`src/rtl/clkpwr_pkg.sv`:
```
package clkpwr_pkg;

   typedef enum logic [1:0] {
      PWR_RUN   = 2'd0,
      PWR_DRAIN = 2'd1,
      PWR_OFF   = 2'd2
   } pwr_state_e;

   localparam int WSRC_TMR = 0;
   localparam int WSRC_IRQ = 1;
   localparam int WSRC_PIN = 2;
   localparam int NUM_WSRC = 3;

   localparam int NUM_FIXED_REGS = 4;

endpackage

```
`src/rtl/clkpwr_sync.sv`:
```
module clkpwr_sync #(
   parameter int WIDTH  = 2,
   parameter int STAGES = 2
) (
   input  logic             clk,
   input  logic             rst_n,
   input  logic [WIDTH-1:0] async_i,
   output logic [WIDTH-1:0] sync_o
);

   if (STAGES < 2) begin : g_bad_stages
      $error("clkpwr_sync: STAGES must be at least 2");
   end

   for (genvar b = 0; b < WIDTH; b++) begin : g_bit
      logic [STAGES-1:0] chain_q;
      always_ff @(posedge clk or negedge rst_n) begin
         if (!rst_n) begin
            chain_q <= '0;
         end else begin
            chain_q <= {chain_q[STAGES-2:0], async_i[b]};
         end
      end
      assign sync_o[b] = chain_q[STAGES-1];
   end

endmodule

```
`src/rtl/clkpwr_wake_timer.sv`:
```
module clkpwr_wake_timer #(
   parameter int TMR_W = 32
) (
   input  logic             clk,
   input  logic             rst_n,
   input  logic             load_i,
   input  logic [TMR_W-1:0] load_val_i,
   input  logic             clear_i,
   output logic [TMR_W-1:0] val_o,
   output logic             fire_o
);

   logic [TMR_W-1:0] val_q;
   logic [TMR_W-1:0] cnt_q;
   logic [TMR_W-1:0] cnt_inc;
   logic             armed;

   assign armed   = (val_q != '0);
   assign cnt_inc = cnt_q + TMR_W'(1);
   assign fire_o  = armed && (cnt_inc == val_q);
   assign val_o   = val_q;

   always_ff @(posedge clk or negedge rst_n) begin
      if (!rst_n) begin
         val_q <= '0;
         cnt_q <= '0;
      end else if (clear_i) begin
         val_q <= '0;
         cnt_q <= '0;
      end else if (load_i) begin
         val_q <= load_val_i;
         cnt_q <= '0;
      end else if (armed) begin
         cnt_q <= cnt_inc;
      end
   end

endmodule

```
`src/rtl/clkpwr_seq.sv`:
```
module clkpwr_seq
   import clkpwr_pkg::*;
#(
   parameter int GAP = 4
) (
   input  logic       clk,
   input  logic       rst_n,
   input  logic       cmd_i,
   input  logic       wake_i,
   output pwr_state_e state_o,
   output logic       run_o,
   output logic       bus_en_o
);

   localparam int GAP_W = $clog2(GAP + 1);

   if (GAP < 1) begin : g_bad_gap
      $error("clkpwr_seq: GAP must be at least 1");
   end

   pwr_state_e       state_q;
   logic [GAP_W-1:0] gap_q;

   always_ff @(posedge clk or negedge rst_n) begin
      if (!rst_n) begin
         state_q <= PWR_RUN;
         gap_q   <= '0;
      end else if (wake_i) begin
         state_q <= PWR_RUN;
         gap_q   <= '0;
      end else begin
         case (state_q)
            PWR_RUN: begin
               if (cmd_i) begin
                  state_q <= PWR_DRAIN;
                  gap_q   <= GAP_W'(GAP - 1);
               end
            end
            PWR_DRAIN: begin
               if (gap_q == '0) begin
                  state_q <= PWR_OFF;
               end else begin
                  gap_q <= gap_q - GAP_W'(1);
               end
            end
            PWR_OFF: state_q <= PWR_OFF;
            default: state_q <= PWR_RUN;
         endcase
      end
   end

   assign state_o  = state_q;
   assign run_o    = (state_q == PWR_RUN);
   assign bus_en_o = (state_q != PWR_OFF);

endmodule

```
`src/rtl/clkpwr_regs.sv`:
```
module clkpwr_regs
   import clkpwr_pkg::*;
#(
   parameter int                  NUM_PERIPH   = 4,
   parameter int                  CFG_W        = 4,
   parameter int                  ADDR_W       = 4,
   parameter int                  DATA_W       = 32,
   parameter int                  RD_PIPE      = 1,
   parameter logic [CFG_W-1:0]    PERIPH_RST   = CFG_W'(1),
   parameter logic [DATA_W-1:0]   SHUTDOWN_CMD = DATA_W'(8)
) (
   input  logic                  clk,
   input  logic                  rst_n,
   input  logic [ADDR_W-1:0]     addr_i,
   input  logic                  we_i,
   input  logic [DATA_W-1:0]     wdata_i,
   output logic [DATA_W-1:0]     rdata_o,
   input  logic                  run_i,
   input  logic                  bus_en_i,
   input  logic                  wake_i,
   input  logic [NUM_WSRC-1:0]   wake_src_i,
   input  logic [DATA_W-1:0]     tmr_val_i,
   output logic [NUM_PERIPH-1:0] periph_en_o,
   output logic                  cpu_en_o,
   output logic                  src_pll_o,
   output logic                  cmd_go_o,
   output logic                  tmr_wr_o
);

   localparam logic [ADDR_W-1:0] A_CPU  = ADDR_W'(NUM_PERIPH);
   localparam logic [ADDR_W-1:0] A_BUS  = ADDR_W'(NUM_PERIPH + 1);
   localparam logic [ADDR_W-1:0] A_TMR  = ADDR_W'(NUM_PERIPH + 2);
   localparam logic [ADDR_W-1:0] A_STAT = ADDR_W'(NUM_PERIPH + 3);

   logic                  wr_ok;
   logic                  cpu_sel;
   logic                  is_cmd;
   logic                  all_off;
   logic                  cpu_wr;
   logic                  stat_wr;
   logic [CFG_W-1:0]      pcfg [NUM_PERIPH];
   logic                  cpu_en_q;
   logic                  src_pll_q;
   logic [NUM_WSRC-1:0]   stat_q;
   logic [DATA_W-1:0]     rd_d;

   assign wr_ok   = we_i && run_i;
   assign cpu_sel = wr_ok && (addr_i == A_CPU);
   assign is_cmd  = (wdata_i == SHUTDOWN_CMD);
   assign all_off = ~|periph_en_o;
   assign cmd_go_o = cpu_sel && is_cmd && all_off;
   assign cpu_wr   = cpu_sel && !is_cmd;
   assign tmr_wr_o = wr_ok && (addr_i == A_TMR);
   assign stat_wr  = wr_ok && (addr_i == A_STAT);

   // Peripheral clock control registers, one per domain
   for (genvar i = 0; i < NUM_PERIPH; i++) begin : g_periph
      logic [CFG_W-1:0] cfg_q;
      always_ff @(posedge clk or negedge rst_n) begin
         if (!rst_n) begin
            cfg_q <= PERIPH_RST;
         end else if (wr_ok && (addr_i == ADDR_W'(i))) begin
            cfg_q <= wdata_i[CFG_W-1:0];
         end
      end
      assign pcfg[i]        = cfg_q;
      assign periph_en_o[i] = cfg_q[0];
   end

   // Processor clock control register: bit 0 enable, bit 1 source select
   always_ff @(posedge clk or negedge rst_n) begin
      if (!rst_n) begin
         cpu_en_q  <= 1'b1;
         src_pll_q <= 1'b0;
      end else if (wake_i) begin
         cpu_en_q  <= 1'b1;
         src_pll_q <= 1'b0;
      end else if (cmd_go_o) begin
         cpu_en_q  <= 1'b0;
      end else if (cpu_wr) begin
         cpu_en_q  <= wdata_i[0];
         src_pll_q <= wdata_i[1];
      end
   end

   // Sticky wake cause, write one to clear, a new cause wins over the clear
   always_ff @(posedge clk or negedge rst_n) begin
      if (!rst_n) begin
         stat_q <= '0;
      end else begin
         stat_q <= (stat_q & ~(stat_wr ? wdata_i[NUM_WSRC-1:0] : '0)) | wake_src_i;
      end
   end

   assign cpu_en_o  = cpu_en_q;
   assign src_pll_o = src_pll_q;

   always_comb begin
      rd_d = '0;
      for (int i = 0; i < NUM_PERIPH; i++) begin
         if (addr_i == ADDR_W'(i)) begin
            rd_d = DATA_W'(pcfg[i]);
         end
      end
      if (addr_i == A_CPU)  rd_d = DATA_W'({src_pll_q, cpu_en_q});
      if (addr_i == A_BUS)  rd_d = DATA_W'(bus_en_i);
      if (addr_i == A_TMR)  rd_d = tmr_val_i;
      if (addr_i == A_STAT) rd_d = DATA_W'(stat_q);
   end

   if (RD_PIPE != 0) begin : g_rd_reg
      logic [DATA_W-1:0] rdata_q;
      always_ff @(posedge clk or negedge rst_n) begin
         if (!rst_n) begin
            rdata_q <= '0;
         end else begin
            rdata_q <= rd_d;
         end
      end
      assign rdata_o = rdata_q;
   end else begin : g_rd_comb
      assign rdata_o = rd_d;
   end

endmodule

```
`src/rtl/clkpwr_ctrl.sv`:
```
module clkpwr_ctrl
   import clkpwr_pkg::*;
#(
   parameter int                NUM_PERIPH   = 4,
   parameter int                CFG_W        = 4,
   parameter int                ADDR_W       = 4,
   parameter int                DATA_W       = 32,
   parameter int                TMR_W        = 32,
   parameter int                GAP          = 4,
   parameter int                SYNC_STAGES  = 2,
   parameter int                RD_PIPE      = 1,
   parameter logic [CFG_W-1:0]  PERIPH_RST   = CFG_W'(1),
   parameter logic [DATA_W-1:0] SHUTDOWN_CMD = DATA_W'(8)
) (
   input  logic                  clk_xtal,
   input  logic                  rst_n,
   input  logic [ADDR_W-1:0]     reg_addr,
   input  logic                  reg_we,
   input  logic [DATA_W-1:0]     reg_wdata,
   output logic [DATA_W-1:0]     reg_rdata,
   input  logic                  gpio_irq_wake,
   input  logic                  gpio15_wake,
   output logic [NUM_PERIPH-1:0] periph_clk_en,
   output logic                  cpu_clk_en,
   output logic                  bus_clk_en,
   output logic                  core_src_pll
);

   localparam int NUM_REGS = NUM_PERIPH + NUM_FIXED_REGS;

   if (NUM_PERIPH < 1) begin : g_bad_np
      $error("clkpwr_ctrl: NUM_PERIPH must be at least 1");
   end
   if ((2 ** ADDR_W) < NUM_REGS) begin : g_bad_aw
      $error("clkpwr_ctrl: ADDR_W too small for the register map");
   end
   if (CFG_W < 1 || CFG_W > DATA_W) begin : g_bad_cfg
      $error("clkpwr_ctrl: CFG_W out of range");
   end
   if (TMR_W < 1 || TMR_W > DATA_W) begin : g_bad_tmr
      $error("clkpwr_ctrl: TMR_W out of range");
   end
   if (DATA_W < 4) begin : g_bad_dw
      $error("clkpwr_ctrl: DATA_W must be at least 4");
   end

   logic [1:0]          sync_q;
   logic                irq_s;
   logic                pin_s;
   pwr_state_e          state;
   logic                run;
   logic                cmd_go;
   logic                tmr_wr;
   logic                tmr_fire;
   logic [TMR_W-1:0]    tmr_val;
   logic [DATA_W-1:0]   tmr_val_ext;
   logic [NUM_WSRC-1:0] wake_src;
   logic                wake;

   clkpwr_sync #(
      .WIDTH  (2),
      .STAGES (SYNC_STAGES)
   ) u_sync (
      .clk     (clk_xtal),
      .rst_n   (rst_n),
      .async_i ({gpio15_wake, gpio_irq_wake}),
      .sync_o  (sync_q)
   );

   assign irq_s = sync_q[0];
   assign pin_s = sync_q[1];

   assign wake_src[WSRC_TMR] = tmr_fire;
   assign wake_src[WSRC_IRQ] = irq_s && !run;
   assign wake_src[WSRC_PIN] = pin_s && !run;
   assign wake               = |wake_src;

   clkpwr_wake_timer #(
      .TMR_W (TMR_W)
   ) u_timer (
      .clk        (clk_xtal),
      .rst_n      (rst_n),
      .load_i     (tmr_wr),
      .load_val_i (reg_wdata[TMR_W-1:0]),
      .clear_i    (wake),
      .val_o      (tmr_val),
      .fire_o     (tmr_fire)
   );

   assign tmr_val_ext = DATA_W'(tmr_val);

   clkpwr_seq #(
      .GAP (GAP)
   ) u_seq (
      .clk      (clk_xtal),
      .rst_n    (rst_n),
      .cmd_i    (cmd_go),
      .wake_i   (wake),
      .state_o  (state),
      .run_o    (run),
      .bus_en_o (bus_clk_en)
   );

   clkpwr_regs #(
      .NUM_PERIPH   (NUM_PERIPH),
      .CFG_W        (CFG_W),
      .ADDR_W       (ADDR_W),
      .DATA_W       (DATA_W),
      .RD_PIPE      (RD_PIPE),
      .PERIPH_RST   (PERIPH_RST),
      .SHUTDOWN_CMD (SHUTDOWN_CMD)
   ) u_regs (
      .clk         (clk_xtal),
      .rst_n       (rst_n),
      .addr_i      (reg_addr),
      .we_i        (reg_we),
      .wdata_i     (reg_wdata),
      .rdata_o     (reg_rdata),
      .run_i       (run),
      .bus_en_i    (bus_clk_en),
      .wake_i      (wake),
      .wake_src_i  (wake_src),
      .tmr_val_i   (tmr_val_ext),
      .periph_en_o (periph_clk_en),
      .cpu_en_o    (cpu_clk_en),
      .src_pll_o   (core_src_pll),
      .cmd_go_o    (cmd_go),
      .tmr_wr_o    (tmr_wr)
   );

endmodule

```
`config.mk`:
```
export PLATFORM = sky130hd
export DESIGN_NAME = clkpwr_ctrl
export DESIGN_NICKNAME = d
export VERILOG_FILES = /design/src/rtl/clkpwr_pkg.sv /design/src/rtl/clkpwr_sync.sv /design/src/rtl/clkpwr_wake_timer.sv /design/src/rtl/clkpwr_seq.sv /design/src/rtl/clkpwr_regs.sv /design/src/rtl/clkpwr_ctrl.sv
export SDC_FILE = /design/constraint.sdc
export NUM_CORES = 1
export LEC_CHECK = 0
export ABC_AREA = 1
export ABC_CLOCK_PERIOD_IN_PS = 2200
export CORE_MARGIN = 4
export CORE_UTILIZATION = 44
export CTS_CLUSTER_DIAMETER = 30
export DETAILED_ROUTE_END_ITERATION = 7
export DONT_BUFFER_PORTS = 1
export PLACE_DENSITY_LB_ADDON = 0.08
export SLEW_MARGIN = 20
export SYNTH_ARGS = -nofsm -noshare
export SYNTH_HDL_FRONTEND = slang
export SYNTH_SLANG_ARGS = --single-unit
```
`constraint.sdc`:
```
create_clock -name clk_xtal -period 2.2 [get_ports clk_xtal]
set_clock_uncertainty 0.2 [all_clocks]
set_input_delay 0.33 -clock clk_xtal [delete_from_list [all_inputs] [get_ports clk_xtal]]
set_output_delay 0.33 -clock clk_xtal [all_outputs]
set_load 0.01 [all_outputs]
```
# --- Yosys cells after proc, flatten, opt, wreduce, memory -nomap -nowiden ---
# Cells that the tools add are included.
word_totals:
  register_bits: 126
  input_bits: 41
  output_inout_bits: 39
  word_cells: 94
classes:
  add_sub_neg: 2
  n_eq_ne: 16
  muxes: 28
  bitwise: 3
  n_reduce_logical: 31
ops:
  columns: ["cell", "n"]
  rows:
  - ["$mux 32", 7]
  - ["$add 32x1->32 const B", 1]
  - ["$eq 32x32->1", 1]
  - ["$eq 32x4->1 const B", 1]
  - ["$reduce_bool 32->1", 1]
  - ["$mux 4", 6]
  - ["$eq 4x3->1 const B", 4]
  - ["$logic_and 1x1->1", 14]
  - ["$mux 3", 4]
  - ["$reduce_bool 3->1", 3]
  - ["$eq 4x2->1 const B", 2]
  - ["$mux 1", 6]
  - ["$mux 2", 3]
  - ["$ne 3x1->1 const B", 2]
  - ["$pmux 2 s3", 1]
  - ["$pmux 3 s2", 1]
  - ["$eq 4x1->1 const B", 1]
  - ["$logic_not 4->1", 1]
  - ["$reduce_and 2->1", 2]
  - ["$reduce_bool 2->1", 2]
  - ["$reduce_or 4->1", 1]
  - ["$and 3x3->3", 1]
  - ["$logic_not 1->1", 3]
  - ["$logic_not 3->1", 1]
  - ["11 further kinds", 11]

# --- Logic depth before layout (Yosys ltp) ---
logic_depth:
  depth_word: 9
  depth_mapped: 19
  depth_no_buf: 17

# --- By module ---
# From an unflattened synthesis, not the netlist that was laid out.
unflattened:
  hier_cells: 1000
  hier_area_um2: 7088.0
by_module_without_submodules:
  columns: ["mod", "n_inst", "cells_per_inst", "area_per_inst_um2", "seq_area_each_um2"]
  rows:
  - ["clkpwr_wake_timer", 1, 637, 4206.5, 1601.5]
  - ["clkpwr_regs", 1, 301, 2358.5, 1332.5]
  - ["clkpwr_seq", 1, 49, 370.4, 125.1]
  - ["clkpwr_sync", 1, 6, 115.1, 100.1]
  - ["clkpwr_ctrl", 1, 7, 37.5, 0.0]

# --- Least setup slack after synthesis ---
# Ideal clock, no wire load.
synth_path:
  path_kind: "reg2reg"
  from: "reg u_timer.cnt_q[0]"
  to: "reg u_timer.val_q[17] (netlist: u_timer.val_o[17])"
  setup_ns: 0.121
  arrival_time_ns: 2.154
  t_required_ns: 1.879
  setup_slack_ns: -0.275
  stages_incl_launch_ff: 17
  n_path_buf: 2
  synth_period_minus_slack_ns: 2.475
  path_cell_list: "dfrtp_1 > ha_1 > nand2_1 > nor2_2 > nand2_2 > nor2_2 > nand3_1 > nand3_1 > nand2_1 > nor2_1 > nand2_1 > nor2_1 > nand3_1 > nand2_1 > buf_6 > buf_6 > nor2_1"
synth_between:
  elab_chain_cells: 5
  word_cells_on_any_way: 6
  classes_between: "add/sub: 1; eq/ne: 1; mux: 1; reduce/logical: 3"
synth_rtl:
  columns: ["element", "line", "rtl"]
  rows:
  - ["start: declaration", "clkpwr_wake_timer.sv:14", "logic [TMR_W-1:0] cnt_q;"]
  - ["start signal: assignment", "clkpwr_wake_timer.sv:34", "cnt_q <= cnt_inc;"]
  - ["$add 32x1->32 *", "clkpwr_wake_timer.sv:19", "assign cnt_inc = cnt_q + TMR_W'(1);"]
  - ["$eq 32x32->1 *", "clkpwr_wake_timer.sv:20", "assign fire_o = armed && (cnt_inc == val_q);"]
  - ["$logic_and 1x1->1 *", "clkpwr_wake_timer.sv:20", null]
  - ["$reduce_or 3->1 *", "clkpwr_ctrl.sv:76", "assign wake = |wake_src;"]
  - ["$mux 32 or $reduce_bool 2->1 (tied branches)", null, null]
  - ["end signal: assignment", "clkpwr_wake_timer.sv:31", "val_q <= load_val_i;"]
  - ["end: declaration", "clkpwr_wake_timer.sv:13", "logic [TMR_W-1:0] val_q;"]
# Every way passes the cells marked *; elsewhere a longest branch is shown, timed or not.
# A chain may end at the register's enable or synchronous reset.

# --- Worst setup path in the final report ---
layout_path:
  from: "reg u_timer.cnt_q[0]"
  to: "reg u_timer.cnt_q[11]"
layout_between:
  elab_chain_cells: 5
  word_cells_on_any_way: 8
  classes_between: "add/sub: 1; eq/ne: 1; mux: 3; reduce/logical: 3"
layout_rtl:
  columns: ["element", "line"]
  rows:
  - ["$add 32x1->32 *", "clkpwr_wake_timer.sv:19"]
  - ["$eq 32x32->1", "clkpwr_wake_timer.sv:20"]
  - ["$logic_and 1x1->1", "clkpwr_wake_timer.sv:20"]
  - ["$reduce_or 3->1", "clkpwr_ctrl.sv:76"]
  - ["$reduce_bool 3->1 (no source line) or $mux 32 (tied branches)", null]
# Every way passes the cells marked *; elsewhere a longest branch is shown, timed or not. The select of a mux whose other input is x is not followed.

==> reports/metrics.yaml <==
status: "complete, but fails checks"
violations: "hold timing, setup timing"
cp_data_arrival_time_ns: 2.83
design_power_total_mw: 8.06
combinationalPowerShare_pct: 29.7
nNetsFinal: 1171
final_util_pct: 61.9
synth_common_cells: "nand2_1 (292), nor2_1 (172), dfrtp_1 (121), inv_1 (98), o21ai_0 (87)"
netlist_instances: 939
r2r-start: "u_timer.cnt_q[0]$_DFFE_PN0P_"
regToRegSetupSlack_ns: -0.51
crit_path_start_kind: "flop"
ios: 80
critPathMaxFanout: 6
drt-pass1-iter-count: 5
fp.coreArea_um2: 15200
slew_headroom_pct: 42.0
first_global_vias: 6584
synth_edf_count: 0
yosys-top-cells-area: "dfrtp_1 (44%), nand2_1 (16%), nor2_1 (9.4%)"
fin_hold_ws_ns: -0.598
die_w_um: 133
grtUsageTotal_pct: 25.4
die_h_um: 133
remaining_drc_errors: 0
synth_most_common_cell: "nand2_1"
fin_area_um2: 9410
start_util_pct: 44.9
synth_seq_cells: 126
clkTransAtPathRegs_ns: 0.06
area_delta_synth_final_pct: 37.7
worst_pin_slew_ns: 0.861
drt_wl_total_um: 22100
fin_crit_ns: 2.71
path_delay_family: "simple AND/OR/NAND/NOR gates"
rows: 45
yosysSeqAreaShare_pct: 46.2
viasPerCell: 5.06
insertedDiodeCount: 0
use_met1_pct: 34.9
netSwitchingFraction_pct: 32.3
hold_violations: 126
synth_warnings: 0
synth.distinct_cells: 32
r2r_cells: 16
synth_flop_cell: "dfrtp_1"
crit_buf_inv: 2
drive_gt1_share_pct: 22.6
grt_max_degree: 127
cts_sinks: 126
post_cts_hold_buffer_count: 36
dpl.hpwl_um: 15200
cp-end-kind: "flop"
fmax_mhz: 369
setup_ws_ns: -0.509
period_share_pct: 123
p_per_area_nw_per_um2: 857
root_buffer: "clkbuf_16"
grt_pass1_wl_um: 35000
syn_area_um2: 6830
switchingPower_mw: 2.60
path_cells: "ha_4 > buf_6 > or2_4 > nand3_2 > nand2_1 > nor2_1 > nand3_1 > nor2_2 > nand2_1 > nor2_1 > nand2_1 > nor2_2 > nand3_4 > nand3_4 > clkbuf_16 > nor2_1"
die_area_um2: 17600
crit_path_max_incr_delay_ns: 0.44
grtUsageMet2_pct: 40.3
crit_required_ns: 2.32
hp-class: "input port to asynchronous set/reset pin"
gp_routability_congestion: 0.918
netlist.area_leader.share_pct: 44.3
cts_max_level: 4
placed_area_um2: 8060
critical_path.slowest_cell: "dfrtp_2"
synth_async_sr_flop_share_pct: 100
port_buffers: 0
p_seq_share_pct: 37.7
p_clk_share_pct: 32.5
drt_iter0_markers: 460
cts_buffer_depth: 2
mappedNetlistNets: 986
leakage_nw: 4.65
ant_nets: 0
rsz0062_at_grt: "yes"
drv_slew: 0
critical_path_class: "flop to flop"
grt_overflow_total: 0
setup_viol: 72
vias: 6710
clk_latency_ns: 0.43
numCtsBuffers: 17
top_usage_layer: "met2"
max-cap-violations: 0
use_met3_pct: 6.39
cts_tree: "yes"
routedWlPerCell_um: 16.7
peakVddDrop_uv: 677
synth_top_area_cell: "dfrtp_1"
post-place-ws_ns: -0.520
antenna_found_initial: 0
internal_power_mw: 5.46
syn_area_per_cell_um2: 7.28
r2r_end: "u_timer.cnt_q[11]$_DFFE_PN0P_"
[layout by cell type (no fill, tap or decap), types with 4 or more instances in the layout]
| master | n |
|---|---|
| xor2_1 | 8 |
| dfrtp_2 | 5 |
| a21oi_1 | 7 |
| dfrtp_1 | 116 |
| mux2i_1 | 4 |
| buf_12 | 6 |
| nand2_1 | 278 |
| nand2_2 | 12 |
| nor2_1 | 147 |
| ha_1 | 5 |
| nor2_2 | 24 |
| o21ai_0 | 85 |
| inv_1 | 98 |
| nor4_1 | 8 |
| nand3_1 | 54 |
| xnor3_1 | 6 |
| buf_4 | 143 |
| nand4_1 | 11 |
| nand2_4 | 4 |
| clkinv_4 | 4 |
| dfstp_2 | 5 |
| clkbuf_16 | 19 |
| nor2_4 | 9 |
| dlygate4sd3_1 | 36 |
[routing by layer]
metal  part of all wire, %  wire length (um)
met4                   2.0               444
met3                   6.0              1330
met1                    46             10000
met5                     0                 0
met2                    46             10200
[final cells by class]
| class | count | area, um2 |
|---|---|---|
| clock inverter | 12 | 90.1 |
| tap | 188 | 235 |
| clock buffer | 20 | 457 |
| fill | 1364 | 5790 |
| inverter | 98 | 368 |
| multi-input combinational | 687 | 3360 |
| sequential | 126 | 3170 |
| timing repair buffer | 194 | 1740 |
[what timing repair did]
action / 4_1_cts / 5_1_grt
resized for setup: 26 / 37
endpoints found under the hold margin: 171 / 126
setup endpoints to repair: 72 / 72
pin swaps: 7 / 16
setup buffers: 15 / 3
gates cloned: 3 / 2
[worst max-delay path by stage]
stage / start / endpoint / slack, ns / depth (start not counted)
2_1_floorplan: u_timer.cnt_q[0]$_DFFE_PN0P_ / u_timer.val_o[17]$_DFFE_PN0P_ / -0.12 / 18
3_3_place_gp: u_timer.cnt_q[1]$_DFFE_PN0P_ / u_seq.state_o[0]$_DFFE_PN0P_ / -0.45 / 13
3_5_place_dp: u_timer.cnt_q[1]$_DFFE_PN0P_ / u_seq.state_o[0]$_DFFE_PN0P_ / -0.52 / 17
4_1_cts: u_timer.cnt_q[1]$_DFFE_PN0P_ / u_timer.val_o[7]$_DFFE_PN0P_ / -0.42 / 17
5_1_grt: u_timer.cnt_q[1]$_DFFE_PN0P_ / u_timer.cnt_q[26]$_DFFE_PN0P_ / -0.64 / 17
6_report: u_timer.cnt_q[0]$_DFFE_PN0P_ / u_timer.cnt_q[11]$_DFFE_PN0P_ / -0.51 / 16
[state kept, by name (all words and copies together), names as in the netlist]
register               cells
u_regs.cpu_en_o            1
u_regs.g_periph.cfg_q     16
u_regs.rdata_o            32
u_regs.src_pll_o           1
u_regs.stat_q              3
u_seq.gap_q                3
u_seq.state_o              2
u_sync.g_bit.chain_q       4
u_timer.cnt_q             32
u_timer.val_o             32
[cells by family after synthesis]
| kind of cell | share of synthesized area [%] |
|---|---|
| AO/OA/AOI/OAI | 7.67 |
| adder cells (fa/ha/maj) | 1.10 |
| XOR/XNOR | 3.39 |
| multiplexers | 0.586 |
| flip-flops | 46.2 |
| buffers and inverters | 7.67 |
| AND/OR/NAND/NOR | 33.3 |
[power by group through the flow]
stage	sequential, mW	clock (mW)	combinational, mW
2_1_floorplan	3.00	0	1.20
3_3_place_gp	3.07	0	2.14
3_5_place_dp	3.07	0	2.16
4_1_cts	3.03	2.66	2.28
5_1_grt	3.08	2.78	2.67
6_report	3.04	2.62	2.40
[metrics by stage]
step	hold WS [ns]	TNS (ns)	cells
4_1_cts	-0.608	-28.96	1320
3_3_place_gp	-0.159	-31.17	1235
2_1_floorplan	-0.166	-5.82	939
5_1_grt	-0.614	-42.68	1325
6_report	-0.598	-33.34	1325
3_5_place_dp	-0.159	-35.62	1235
Power figures use the tool's default switching activity.
